[config.mk]
export PLATFORM = sky130hd
export DESIGN_NAME = scsi_dma_ctl
export DESIGN_NICKNAME = d
export VERILOG_FILES = /design/src/rtl/scsi_dma_pkg.sv /design/src/rtl/sdma_regs.sv /design/src/rtl/sdma_engine.sv /design/src/rtl/sdma_irq_gate.sv /design/src/rtl/scsi_dma_ctl.sv
export SDC_FILE = /design/constraint.sdc
export NUM_CORES = 1
export LEC_CHECK = 0
export BUFFER_PORTS_ARGS = -buffer_cell sky130_fd_sc_hd__buf_2
export CORE_MARGIN = 1
export CORE_UTILIZATION = 35
export CTS_CLUSTER_SIZE = 12
export DETAILED_ROUTE_END_ITERATION = 12
export PLACE_DENSITY_LB_ADDON = 0.08
export REMOVE_ABC_BUFFERS = 1
export SLEW_MARGIN = 20
export SYNTH_ARGS = -nofsm -noshare
export SYNTH_HDL_FRONTEND = slang
export SYNTH_SLANG_ARGS = --single-unit
[constraint.sdc]
create_clock -name clk -period 2.65 [get_ports clk]
set_input_delay 0.1325 -clock clk [delete_from_list [all_inputs] [get_ports clk]]
set_output_delay 0.1325 -clock clk [all_outputs]
set_load 0.005 [all_outputs]
[src/rtl/scsi_dma_pkg.sv]
package scsi_dma_pkg;
   typedef enum logic [2:0] {
      SEL_CTRL    = 3'd0,
      SEL_ADDR_HI = 3'd1,
      SEL_ADDR_LO = 3'd2,
      SEL_CNT_HI  = 3'd3,
      SEL_CNT_LO  = 3'd4,
      SEL_RESID   = 3'd5
   } reg_sel_e;

   localparam int BIT_RUN   = 0;
   localparam int BIT_SEND  = 1;
   localparam int BIT_REL   = 2;
   localparam int BIT_CONF  = 8;
   localparam int BIT_BERR  = 9;
   localparam int BIT_HELD  = 10;
   localparam int HALF_W    = 16;
endpackage

[src/rtl/sdma_regs.sv]
module sdma_regs
   import scsi_dma_pkg::*;
#(
   parameter int ADDR_W = 24,
   parameter int CNT_W  = 24
) (
   input  logic              clk,
   input  logic              rst_n,
   input  logic              wr_en,
   input  reg_sel_e          wr_sel,
   input  logic [15:0]       wr_data,
   input  logic              ev_conf,
   input  logic              ev_berr,
   input  logic              addr_step,
   output logic              run,
   output logic              send,
   output logic              fifo_rel,
   output logic              sticky_conf,
   output logic              sticky_berr,
   output logic [ADDR_W-1:0] addr,
   output logic [CNT_W-1:0]  count
);
   localparam int AHW = ADDR_W - HALF_W;
   localparam int CHW = CNT_W - HALF_W;

   always_ff @(posedge clk or negedge rst_n) begin
      if (!rst_n) begin
         run      <= 1'b0;
         send     <= 1'b0;
         fifo_rel <= 1'b1;
      end else if (wr_en && wr_sel == SEL_CTRL) begin
         run      <= wr_data[BIT_RUN];
         send     <= wr_data[BIT_SEND];
         fifo_rel <= wr_data[BIT_REL];
      end
   end

   always_ff @(posedge clk or negedge rst_n) begin
      if (!rst_n) begin
         addr <= '0;
      end else if (wr_en && wr_sel == SEL_ADDR_HI) begin
         addr[ADDR_W-1:HALF_W] <= wr_data[AHW-1:0];
      end else if (wr_en && wr_sel == SEL_ADDR_LO) begin
         addr[HALF_W-1:0] <= {wr_data[15:1], 1'b0};
      end else if (addr_step) begin
         addr <= addr + ADDR_W'(1);
      end
   end

   always_ff @(posedge clk or negedge rst_n) begin
      if (!rst_n) begin
         count <= '0;
      end else if (wr_en && wr_sel == SEL_CNT_HI) begin
         count[CNT_W-1:HALF_W] <= wr_data[CHW-1:0];
      end else if (wr_en && wr_sel == SEL_CNT_LO) begin
         count[HALF_W-1:0] <= wr_data;
      end
   end

   always_ff @(posedge clk or negedge rst_n) begin
      if (!rst_n) begin
         sticky_conf <= 1'b0;
         sticky_berr <= 1'b0;
      end else if (!fifo_rel) begin
         sticky_conf <= 1'b0;
         sticky_berr <= 1'b0;
      end else begin
         sticky_conf <= sticky_conf | ev_conf;
         sticky_berr <= sticky_berr | ev_berr;
      end
   end
endmodule

[src/rtl/sdma_engine.sv]
module sdma_engine
   import scsi_dma_pkg::*;
#(
   parameter int CNT_W         = 24,
   parameter bit SEND_PREFETCH = 1'b1
) (
   input  logic             clk,
   input  logic             rst_n,
   input  logic             go,
   input  logic             send,
   input  logic             flush,
   input  logic             ld_hi,
   input  logic             ld_lo,
   input  logic             ld_direct,
   input  logic [15:0]      ld_data,
   input  logic             dev_req,
   output logic             dev_ack,
   output logic             mem_rd_stb,
   output logic             mem_wr_stb,
   output logic             held,
   output logic [CNT_W-1:0] resid
);
   localparam int CHW = CNT_W - HALF_W;

   logic dec;
   logic nz;
   assign nz = |resid;

   always_ff @(posedge clk or negedge rst_n) begin
      if (!rst_n)         resid <= '0;
      else if (ld_hi)     resid[CNT_W-1:HALF_W] <= ld_data[CHW-1:0];
      else if (ld_lo)     resid[HALF_W-1:0] <= ld_data;
      else if (ld_direct) resid <= CNT_W'(ld_data);
      else if (dec)       resid <= resid - CNT_W'(1);
   end

   generate
      if (SEND_PREFETCH) begin : g_prefetch
         logic fetch_q, staged, ack_q;
         always_ff @(posedge clk or negedge rst_n) begin
            if (!rst_n) begin
               fetch_q <= 1'b0;
               staged  <= 1'b0;
               ack_q   <= 1'b0;
            end else begin
               fetch_q <= go && send && nz && !staged && !fetch_q;
               ack_q   <= go && dev_req && !ack_q && (send ? staged : nz);
               if (flush)              staged <= 1'b0;
               else if (fetch_q)       staged <= 1'b1;
               else if (ack_q && send) staged <= 1'b0;
            end
         end
         assign dev_ack    = ack_q;
         assign mem_rd_stb = fetch_q;
         assign mem_wr_stb = ack_q && !send;
         assign held       = staged;
         assign dec        = fetch_q || (ack_q && !send);
      end else begin : g_direct
         logic ack_q;
         always_ff @(posedge clk or negedge rst_n) begin
            if (!rst_n) ack_q <= 1'b0;
            else        ack_q <= go && dev_req && !ack_q && nz;
         end
         assign dev_ack    = ack_q;
         assign mem_rd_stb = ack_q && send;
         assign mem_wr_stb = ack_q && !send;
         assign held       = 1'b0;
         assign dec        = ack_q;
      end
   endgenerate
endmodule

[src/rtl/sdma_irq_gate.sv]
module sdma_irq_gate (
   input  logic run,
   input  logic busy,
   input  logic src_irq,
   output logic out_irq
);
   assign out_irq = run && !busy && src_irq;
endmodule

[src/rtl/scsi_dma_ctl.sv]
module scsi_dma_ctl
   import scsi_dma_pkg::*;
#(
   parameter int ADDR_W        = 24,
   parameter int CNT_W         = 24,
   parameter bit SEND_PREFETCH = 1'b1
) (
   input  logic              clk,
   input  logic              rst_n,
   input  logic              host_wr,
   input  logic [2:0]        host_sel,
   input  logic [15:0]       host_wdata,
   output logic [15:0]       host_rdata,
   input  logic              scsi_irq,
   output logic              host_irq,
   input  logic              dev_req,
   output logic              dev_ack,
   output logic              mem_rd_stb,
   output logic              mem_wr_stb,
   output logic [ADDR_W-1:0] dma_addr,
   input  logic              err_conflict,
   input  logic              err_bus,
   output logic              pack_flush
);
   localparam int AHW = ADDR_W - HALF_W;
   localparam int CHW = CNT_W - HALF_W;

   generate
      if (ADDR_W < 17 || ADDR_W > 32) begin : g_bad_addr
         $error("scsi_dma_ctl: ADDR_W must lie in 17..32");
      end
      if (CNT_W < 17 || CNT_W > 32) begin : g_bad_cnt
         $error("scsi_dma_ctl: CNT_W must lie in 17..32");
      end
   endgenerate

   reg_sel_e          sel;
   logic              run, send, fifo_rel, sticky_conf, sticky_berr, held;
   logic [CNT_W-1:0]  count, resid;
   logic [ADDR_W-1:0] addr;
   logic              go;

   assign sel = reg_sel_e'(host_sel);
   assign go  = run && fifo_rel && !sticky_conf && !sticky_berr;

   sdma_regs #(.ADDR_W(ADDR_W), .CNT_W(CNT_W)) u_regs (
      .clk(clk), .rst_n(rst_n),
      .wr_en(host_wr), .wr_sel(sel), .wr_data(host_wdata),
      .ev_conf(err_conflict), .ev_berr(err_bus),
      .addr_step(mem_rd_stb || mem_wr_stb),
      .run(run), .send(send), .fifo_rel(fifo_rel),
      .sticky_conf(sticky_conf), .sticky_berr(sticky_berr),
      .addr(addr), .count(count)
   );

   sdma_engine #(.CNT_W(CNT_W), .SEND_PREFETCH(SEND_PREFETCH)) u_engine (
      .clk(clk), .rst_n(rst_n),
      .go(go), .send(send), .flush(!fifo_rel),
      .ld_hi(host_wr && sel == SEL_CNT_HI),
      .ld_lo(host_wr && sel == SEL_CNT_LO),
      .ld_direct(host_wr && sel == SEL_RESID),
      .ld_data(host_wdata),
      .dev_req(dev_req), .dev_ack(dev_ack),
      .mem_rd_stb(mem_rd_stb), .mem_wr_stb(mem_wr_stb),
      .held(held), .resid(resid)
   );

   sdma_irq_gate u_irq (
      .run(run), .busy(held || (|resid)),
      .src_irq(scsi_irq), .out_irq(host_irq)
   );

   assign dma_addr   = addr;
   assign pack_flush = !fifo_rel;

   always_comb begin
      host_rdata = '0;
      case (sel)
         SEL_CTRL: begin
            host_rdata[BIT_RUN]  = run;
            host_rdata[BIT_SEND] = send;
            host_rdata[BIT_REL]  = fifo_rel;
            host_rdata[BIT_CONF] = sticky_conf;
            host_rdata[BIT_BERR] = sticky_berr;
            host_rdata[BIT_HELD] = held;
         end
         SEL_ADDR_HI: host_rdata[AHW-1:0] = addr[ADDR_W-1:HALF_W];
         SEL_ADDR_LO: host_rdata          = addr[HALF_W-1:0];
         SEL_CNT_HI:  host_rdata[CHW-1:0] = count[CNT_W-1:HALF_W];
         SEL_CNT_LO:  host_rdata          = count[HALF_W-1:0];
         SEL_RESID:   host_rdata          = resid[HALF_W-1:0];
         default:     host_rdata          = '0;
      endcase
   end
endmodule

======== Word-level counts from Yosys, hierarchy flattened ========
Index checks and enable logic that the tools add are counted.
word-level totals
  output and inout port bits .............. 45
  bits of input ports ..................... 26
  word-level logic and storage cells ...... 88
  flip-flop bits (word level) ............. 80
operators by class
  add/subtract/negate cells ............... 2
  bitwise gates (word level) .............. 4
  reductions and logical operators ........ 41
  eq/ne operators ......................... 8
  multiplexer cells ....................... 19
operators by type and width
  kind                                                                  number
  24-bit two-way mux                                                    3
  16-bit two-way mux                                                    2
  8-bit two-way mux                                                     4
  5-bit case mux with 5 select lines                                    1
  24-bit by 1-bit adder with 24-bit output, second input constant       1
  24-bit OR reduction                                                   1
  24-bit by 1-bit subtractor with 24-bit output, second input constant  1
  1-bit logical AND                                                     20
  3-bit case mux with 6 select lines                                    1
  5-bit case mux with 3 select lines                                    1
  3-bit case mux with 4 select lines                                    1
  2-bit AND reduction                                                   5
  1-bit zero test                                                       8
  3-bit by 2-bit == test with 1-bit output, second input constant       2
  3-bit == test, second input constant                                  2
  1-bit two-way mux                                                     6
  3-bit nonzero test                                                    2
  2-bit by 1-bit != test with 1-bit output, second input constant       2
  2-bit nonzero test                                                    2
  3-bit by 1-bit == test with 1-bit output, second input constant       1
  3-bit zero test                                                       1
  3-bit by 1-bit != test with 1-bit output, second input constant       1
  1-bit logical OR                                                      2
  1-bit inverter                                                        2
  1-bit bitwise OR                                                      2

======== Longest topological paths before layout ========
Gate-level depths: netlist (run 1).
  depth in word-level cells ............... 7
  mapped depth ............................ 7
  gate-level depth less buffers ........... 6

======== Hierarchy ========
Synthesis (run 1) repeated with hierarchy kept, for this count alone.
unflattened totals
  cell total of the unflattened synthesis .. 544
  area total of the unflattened synthesis .. 5,042.3 sq um
by module, submodules not included
  module         cells each  times used  seq. area each (sq um)  area each (sq um)
  sdma_regs      248         1           1,327.5                 2,592.5
  sdma_engine    203         1           675.6                   1,750.4
  scsi_dma_ctl   92          1           0.0                     690.7
  sdma_irq_gate  1           1           0.0                     8.8

======== Worst setup path before layout (run 1) ========
OpenSTA, ideal clock, no wires.
  kind .................................... register to register
  start ................................... reg u_engine.resid[14]
  end ..................................... reg u_engine.resid[21]
  slack ................................... 0.487 ns
  arrival time ............................ 2.042 ns
  period minus slack after synthesis ...... 2.163 ns
  stages on the path, launching flop included .. 5
  required time ........................... 2.530 ns
  path buffers ............................ 0
  cells stage by stage .................... dfrtp_1 > or4_4 > or4_4 > or4_1 > and4_1
between the ends
  cells in the longest elaborated chain, start to end .. 5
RTL lines
  element                                        line               text
  from (decl)                                    sdma_engine.sv:21  output logic [CNT_W-1:0] resid
  from (signal, indexed assignment)              sdma_engine.sv:31  else if (ld_hi) resid[CNT_W-1:HALF_W] <= ld_data[CHW-1:0];
  from (signal, indexed assignment)              sdma_engine.sv:32  else if (ld_lo) resid[HALF_W-1:0] <= ld_data;
  from (signal assigned)                         sdma_engine.sv:33  else if (ld_direct) resid <= CNT_W'(ld_data);
  24-bit by 1-bit subtractor with 24-bit output  sdma_engine.sv:34  else if (dec) resid <= resid - CNT_W'(1);
  24-bit two-way mux                             sdma_engine.sv:34
  24-bit two-way mux                             sdma_engine.sv:33
  8-bit two-way mux                              sdma_engine.sv:32
  8-bit two-way mux                              sdma_engine.sv:31
No other way between the ends. The select of a mux whose other input is x is not followed.
A chain may end at the register's enable or synchronous reset.

======== Worst setup path after layout (run 1) ========
  start ................................... reg u_engine.resid[11]
  end ..................................... out host_irq
between the ends
  cells in the longest elaborated chain, start to end .. 5
RTL lines
  element                          line                text
  24-bit OR reduction              scsi_dma_ctl.sv:69  .run(run), .busy(held || (|resid)),
  1-bit logical OR                 scsi_dma_ctl.sv:69
  1-bit zero test                  sdma_irq_gate.sv:7  assign out_irq = run && !busy && src_irq;
  1-bit logical AND (2 in series)  sdma_irq_gate.sv:7
  to (decl)                        scsi_dma_ctl.sv:15  output logic host_irq,
No other way between the ends.

==> results of run 1 <==
-- kinds of logic (layout without fill, tap and decap cells) --
logic type | count (synthesis) | in the layout | synth area share
mux | 37 | 37 | 0.0770
fa+ha+maj | 3 | 3 | 0.00736
xor+xnor | 1 | 1 | 0.00172
buf+inv | 55 | 141 | 0.0407
compound gates | 183 | 183 | 0.242
flops | 80 | 80 | 0.392
simple gates | 223 | 223 | 0.239
-- registers in the layout (all words and copies together), names as in the netlist --
name and flops:
u_regs.fifo_rel 1, u_regs.count 24, u_regs.sticky_berr 1, u_engine.mem_rd_stb 1, u_regs.addr 24, u_engine.resid 24, u_engine.dev_ack 1, u_regs.sticky_conf 1
u_engine.held 1, u_regs.run 1, u_regs.send 1
-- routing by layer --
| layer | global-route usage | part of all wire | vias up |
|---|---|---|---|
| li1 | - | - | 2406 |
| met1 | 0.391 | 0.46 | 2633 |
| met2 | 0.411 | 0.44 | 262 |
| met3 | 0.0507 | 0.077 | 28 |
| met4 | 0.0976 | 0.022 | 0 |
| met5 | 0 | 0 | - |
-- critical path: stages, from the launching register on --
cell and delay (ps):
dfrtp_1 420, or4_1 580, nor4_1 250, buf_4 170, nand4_1 240, nor3_1 270, buf_2 140
-- layout by cell type (no fill, tap or decap), types with 6 or more instances in the layout --
| cell type | Yosys | routed |
|---|---|---|
| a31oi_1 | 9 | 9 |
| a21oi_1 | 35 | 35 |
| o221ai_1 | 6 | 6 |
| nand4_1 | 10 | 10 |
| dfrtp_1 | 79 | 79 |
| or4_1 | 13 | 13 |
| and3_1 | 6 | 6 |
| nor3_1 | 8 | 8 |
| a22oi_1 | 15 | 15 |
| clkbuf_16 | 0 | 9 |
| mux2_2 | 18 | 18 |
| o22ai_1 | 12 | 12 |
| nor4_1 | 13 | 13 |
| nor2b_1 | 6 | 6 |
| nand3_1 | 26 | 26 |
| and2_1 | 7 | 7 |
| mux2i_1 | 19 | 19 |
| nor2_1 | 31 | 31 |
| a2bb2oi_1 | 6 | 6 |
| o211ai_1 | 16 | 16 |
| o21ai_0 | 42 | 42 |
| nand2_1 | 64 | 64 |
| inv_1 | 13 | 13 |
| buf_4 | 0 | 39 |
| buf_2 | 1 | 69 |
-- how the worst max path moves through the flow --
stage	to	from
after CTS	host_irq	u_engine.resid[11]
after detailed placement	u_regs.addr[23]	u_regs.addr[4]
final	host_irq	u_engine.resid[11]
after global routing	host_irq	u_engine.resid[11]
after global placement	u_regs.addr[23]	u_regs.addr[4]
after floorplan	u_engine.resid[22]	host_sel[0]
-- power breakdown --
| part | internal [mW] | switching, mW | total [mW] |
|---|---|---|---|
| registers | 1.54 | 0.478 | 2.02 |
| logic | 0.666 | 0.852 | 1.52 |
| clock network | 0.655 | 0.514 | 1.17 |
| total | 2.86 | 1.84 | 4.71 |
-- layout make-up --
class | instances | area, um2 | area share
multi-input cells | 447 | 2920 | 0.476
flip-flops and latches | 80 | 2000 | 0.327
repair buffers | 111 | 668 | 0.109
clock buffers | 12 | 246 | 0.0402
well taps | 180 | 225 | 0.0367
inverters | 14 | 52.6 | 0.00857
clock inverters | 4 | 20.0 | 0.00326
-- what timing repair did --
action / 4_1_cts / 5_1_grt
hold endpoints to repair: 36 / 0
hold buffers: 3 / 0
buffers inserted: 0 / 0
==> results.cfg, run 1 <==
[status]
status = complete, no violations

[timing]
hold_viol_final = 0
setup_viol = 0
relSlewSlack = 0.522
timing.fmax_ghz = 0.391
fin_ws_ps = 91.4
period_minus_slack_ps = 2560
timing.final.crit_share = 0.966
tightest_slew_ps = 707
rsz0062_at_grt = false
finClkSkew_ps = 4.31
holdWs_ps = 73.7
drv_slew = 0
finalSetupTns_ps = 0

[logic_synthesis]
synth_area_um2 = 5100
syn_avg_cell_area_um2 = 8.77
synth-main-ff-cell = dfrtp_1
synthCells = 582
synth_edf_count = 0
synthTopCellsByCount = dfrtp_1, nand2_1, o21ai_0
netlist_top_cells_area = dfrtp_1, nand2_1, o21ai_0
synth.most_common_cell = dfrtp_1
yosysSeqAreaShare = 0.392
yosys.area.top_type = dfrtp_1
synth_top_area_share = 0.387
yosys_register_bits = 80
synthDistinctLibCells = 68
async_flop_share = 1.00
ys_warn_count = 0

[place]
placed_cells = 829
preCtsSetupSlack_ps = 362
placedInstanceArea_um2 = 5840
io_buffers = 70
dp_hpwl_um = 14600
gp_congestion = 0.944

[drt]
vias = 5329
routedWlPerCell_um = 23.4
drc = 0
dr.first_iter.drc_count = 526
via_per_inst = 6.28
drt-total-wl_um = 19800
drtAntennaViolNets = 0
firstDrtPassIters = 5

[global_routing]
antenna_found_initial = 0
grt_pass1_vias = 4903
gr-total-overflow = 0
grt_usage = 0.274
grt_pass1_wl_um = 29800
grt_max_degree = 38

[die]
ios = 71
start_util = 0.363
row_count = 43
die_height_um = 123
die_w_um = 123
core-area_um2 = 14000
dieArea_um2 = 15100

[pwr]
cellPowerDensity_nw_per_um2 = 767
leakagePower_nw = 2.57
peakVddDrop_mv = 0.287
power_mw = 4.71

[finish]
final_net_count = 692
fillers = 1437
areaGrowthSynthToFinish_pct = 20.2
diodes = 0
final_cells = 848
drive_gt1_frac = 0.231
finish.utilization = 0.437
final_cell_area_um2 = 6130

[critical_path]
start_kind = flop
crit_type = reg -> out
r2r_slack_ps = 310
reg2reg_to = u_regs.addr[23]
worstPathRequired_ps = 2520
r2r-start = u_regs.addr[4]
rr_worst_depth = 4
cp.arrival_ps = 2430
path_max_fanout = 5
crit_path_end_kind = output pin

[min_path]
hold_path_end = u_regs.count[14]
hold_path_class = in -> reg
hp-start = host_wdata[14]
holdPathStages = 2

[clocking]
cts.sinks = 80
path_clk_slew_ps = 60
cts_max_level = 3
insertion_delay_ps = 350
clockBufferDepth = 2
cts.repair.resized = 0
cts_buffers = 9
cts_tree = yes
cts-root-buf = clkbuf_16

[job]
cap_violations = 0
(Power assumes the default switching activity.)
==> run 2, diff against run 1 <==
--- a/config.mk
+++ b/config.mk
@@ -16,3 +16,4 @@
 export SYNTH_ARGS = -nofsm -noshare
 export SYNTH_HDL_FRONTEND = slang
+export SYNTH_HIERARCHICAL = 1
 export SYNTH_SLANG_ARGS = --single-unit
==> constraint.sdc (replaced) <==
create_clock -name clk -period 2.65 [get_ports clk]
set_input_delay 0.6625 -clock clk [delete_from_list [all_inputs] [get_ports clk]]
set_output_delay 0.6625 -clock clk [all_outputs]
set_load 0.005 [all_outputs]
==> run 2 against run 1 <==
Sequential power is 2% higher. Worst hold slack better by 140 ps. Clock power is 34% higher. Combinational power is 5% lower. Worst setup slack worse by 6.0 ps. Largest cell class unchanged. Critical path type unchanged. Critical endpoint unchanged. First-iteration DRC count is 12% lower. Maximum frequency is 0.24% lower. Final area is 0.71% higher. Global-route usage is 1.6 points lower.
==> results.cfg, run 2 <==
[finish]
drive_gt1_frac = 0.275
final_cell_mix = dfrtp_1, buf_2, nand2_1, a21oi_1
reg_top3 = u_engine/resid x24, u_regs/addr x24, u_regs/count x24
diodes = 0
final_net_count = 663
fillers = 1400
areaGrowthSynthToFinish_pct = 22.5
final_common_cell = dfrtp_1

[critical_path]
r2r-start = u_engine/resid[14]
crit_chain = nor4_2, and4_1, nand4_1, and3b_1, buf_2
crit_path_end_kind = output pin
crit_type = reg -> out
crit_buf_inv = 1
path_max_fanout = 6
rr_worst_depth = 6
start_kind = flop
worst-path-stages = 5
crit_family = simple AND/OR/NAND/NOR gates
cp-startpoint = u_engine/resid[1]
reg2reg_to = u_engine/dev_ack
cp_slowest_stage_delay_ps = 480
cp.arrival_ps = 1900
worstSetupEndpoint = host_irq
r2r_slack_ps = 280
critical-path-slowest-cell = dfrtp_1
worstPathRequired_ps = 1990

[die]
dieArea_um2 = 14900
die_w_um = 122
core-area_um2 = 14000
start_util = 0.360
row_count = 43
die_height_um = 122
ios = 71

[timing]
tightest_slew_ps = 851
finClkSkew_ps = 6.77
drv_slew = 0
timing.final.crit_share = 0.968
timing.fmax_ghz = 0.390
period_minus_slack_ps = 2560
hold_viol_final = 0
fin_ws_ps = 85.4
setup_viol = 0
holdWs_ps = 216
rsz0062_at_grt = false
relSlewSlack = 0.433

[clocking]
cts-root-buf = clkbuf_16
cts.sinks = 80
cts_buffers = 9
path_clk_slew_ps = 60
post-cts-setup-buffers = 0
clockBufferDepth = 2
cts_hold_buf = 0
cts_max_level = 3
cts_tree = yes
insertion_delay_ps = 350
cts.repair.resized = 0

[logic_synthesis]
synthTopCellsByCount = dfrtp_1, nand2_1, a21oi_1
async_flop_share = 1.00
yosysSeqAreaShare = 0.397
synth_simple_gate_area_share = 0.228
synthCells = 544
synth_top_family_by_area = simple AND/OR/NAND/NOR gates
syn_avg_cell_area_um2 = 9.27
synth_area_um2 = 5040
synth-main-ff-cell = dfrtp_1
synth_compound_area_frac = 0.219
synth_edf_count = 0
yosys_register_bits = 80
synth_xor_area_frac = 0.00174
yosys.area.top_type = dfrtp_1
synthMuxAreaShare = 0.106
ys_warn_count = 6
synthDistinctLibCells = 70
synthAdderAreaFrac = 0.00744
synth.most_common_cell = dfrtp_1
synth_top_area_share = 0.392
netlist_top_cells_area = dfrtp_1, mux2_2, a21oi_1

[pwr]
leakagePower_nw = 2.58
power_mw = 5.07
peakVddDrop_mv = 0.350
cellPowerDensity_nw_per_um2 = 820

[drt]
drt-total-wl_um = 18200
routedWlPerCell_um = 22.2
via_per_inst = 6.12
dr.first_iter.drc_count = 463
drc = 0
firstDrtPassIters = 4
drtAntennaViolNets = 0
vias = 5010

[global_routing]
grt_max_degree = 43
antenna_found_initial = 0
grt_pass1_wl_um = 28300
grt_pass1_vias = 4714
grt_usage = 0.258
gr-total-overflow = 0

[min_path]
hold_path_class = in -> async

[place]
preCtsSetupSlack_ps = 21.4
io_buffers = 70
dp_hpwl_um = 13500
gp_congestion = 0.899

[status]
status = complete, no violations

[job]
cap_violations = 0
run 2: cell type report:
class | instances | area, um2 | share of cell area
inverter | 13 | 48.8 | 0.00790
tap | 180 | 225 | 0.0365
multi-input combinational | 423 | 2860 | 0.462
timing repair buffer | 107 | 674 | 0.109
sequential | 80 | 2000 | 0.324
clock buffer | 11 | 243 | 0.0393
clock inverter | 5 | 128 | 0.0207
run 2: worst register-to-register path, cell delays in order (launching register included):
cell and delay (ps):
dfrtp_1 450, nor4_1 560, nand4_1 300, nor4_1 510, buf_4 200, mux2i_1 60
and4b_1 180
run 2: how the worst min path moves through the flow:
stage	cells past startpoint	to	slack, ps
CTS	1	u_regs/addr[22]	220
finish	1	u_regs/addr[22]	220
floorplan	0	u_engine/dev_ack	370
global placement	1	u_regs/count[11]	490
detailed placement	1	u_regs/count[18]	490
global route	1	u_regs/addr[22]	230
run 2: power by group:
| part | switching, mW | internal (mW) |
|---|---|---|
| clock network | 0.527 | 1.04 |
| logic | 0.756 | 0.680 |
| registers | 0.520 | 1.54 |
run 2: logic make-up after synthesis:
| family | Yosys count |
|---|---|
| and+or+nand+nor | 204 |
| AOI/OAI and AO/OA | 167 |
| DFF | 80 |
| muxes | 48 |
| buffers and inverters | 41 |
| adders and majority gates | 3 |
| xor gates and xnor gates | 1 |
run 2: routing by layer:
layer  GRT usage  part of all wire
met1       0.392              0.48
met4       0.103             0.021
met2       0.364              0.43
met5           0                 0
met3      0.0342             0.074
run 2: through the flow:
stage          std cells   util  cell area [um2]  setup TNS (ps)
4_1_cts              819  0.440             6150               0
3_3_place_gp         803  0.413             5780               0
2_1_floorplan        516      -             4880            -134
6_report             819  0.442             6180               0
5_1_grt              819  0.442             6180               0
3_5_place_dp         803  0.413             5780               0
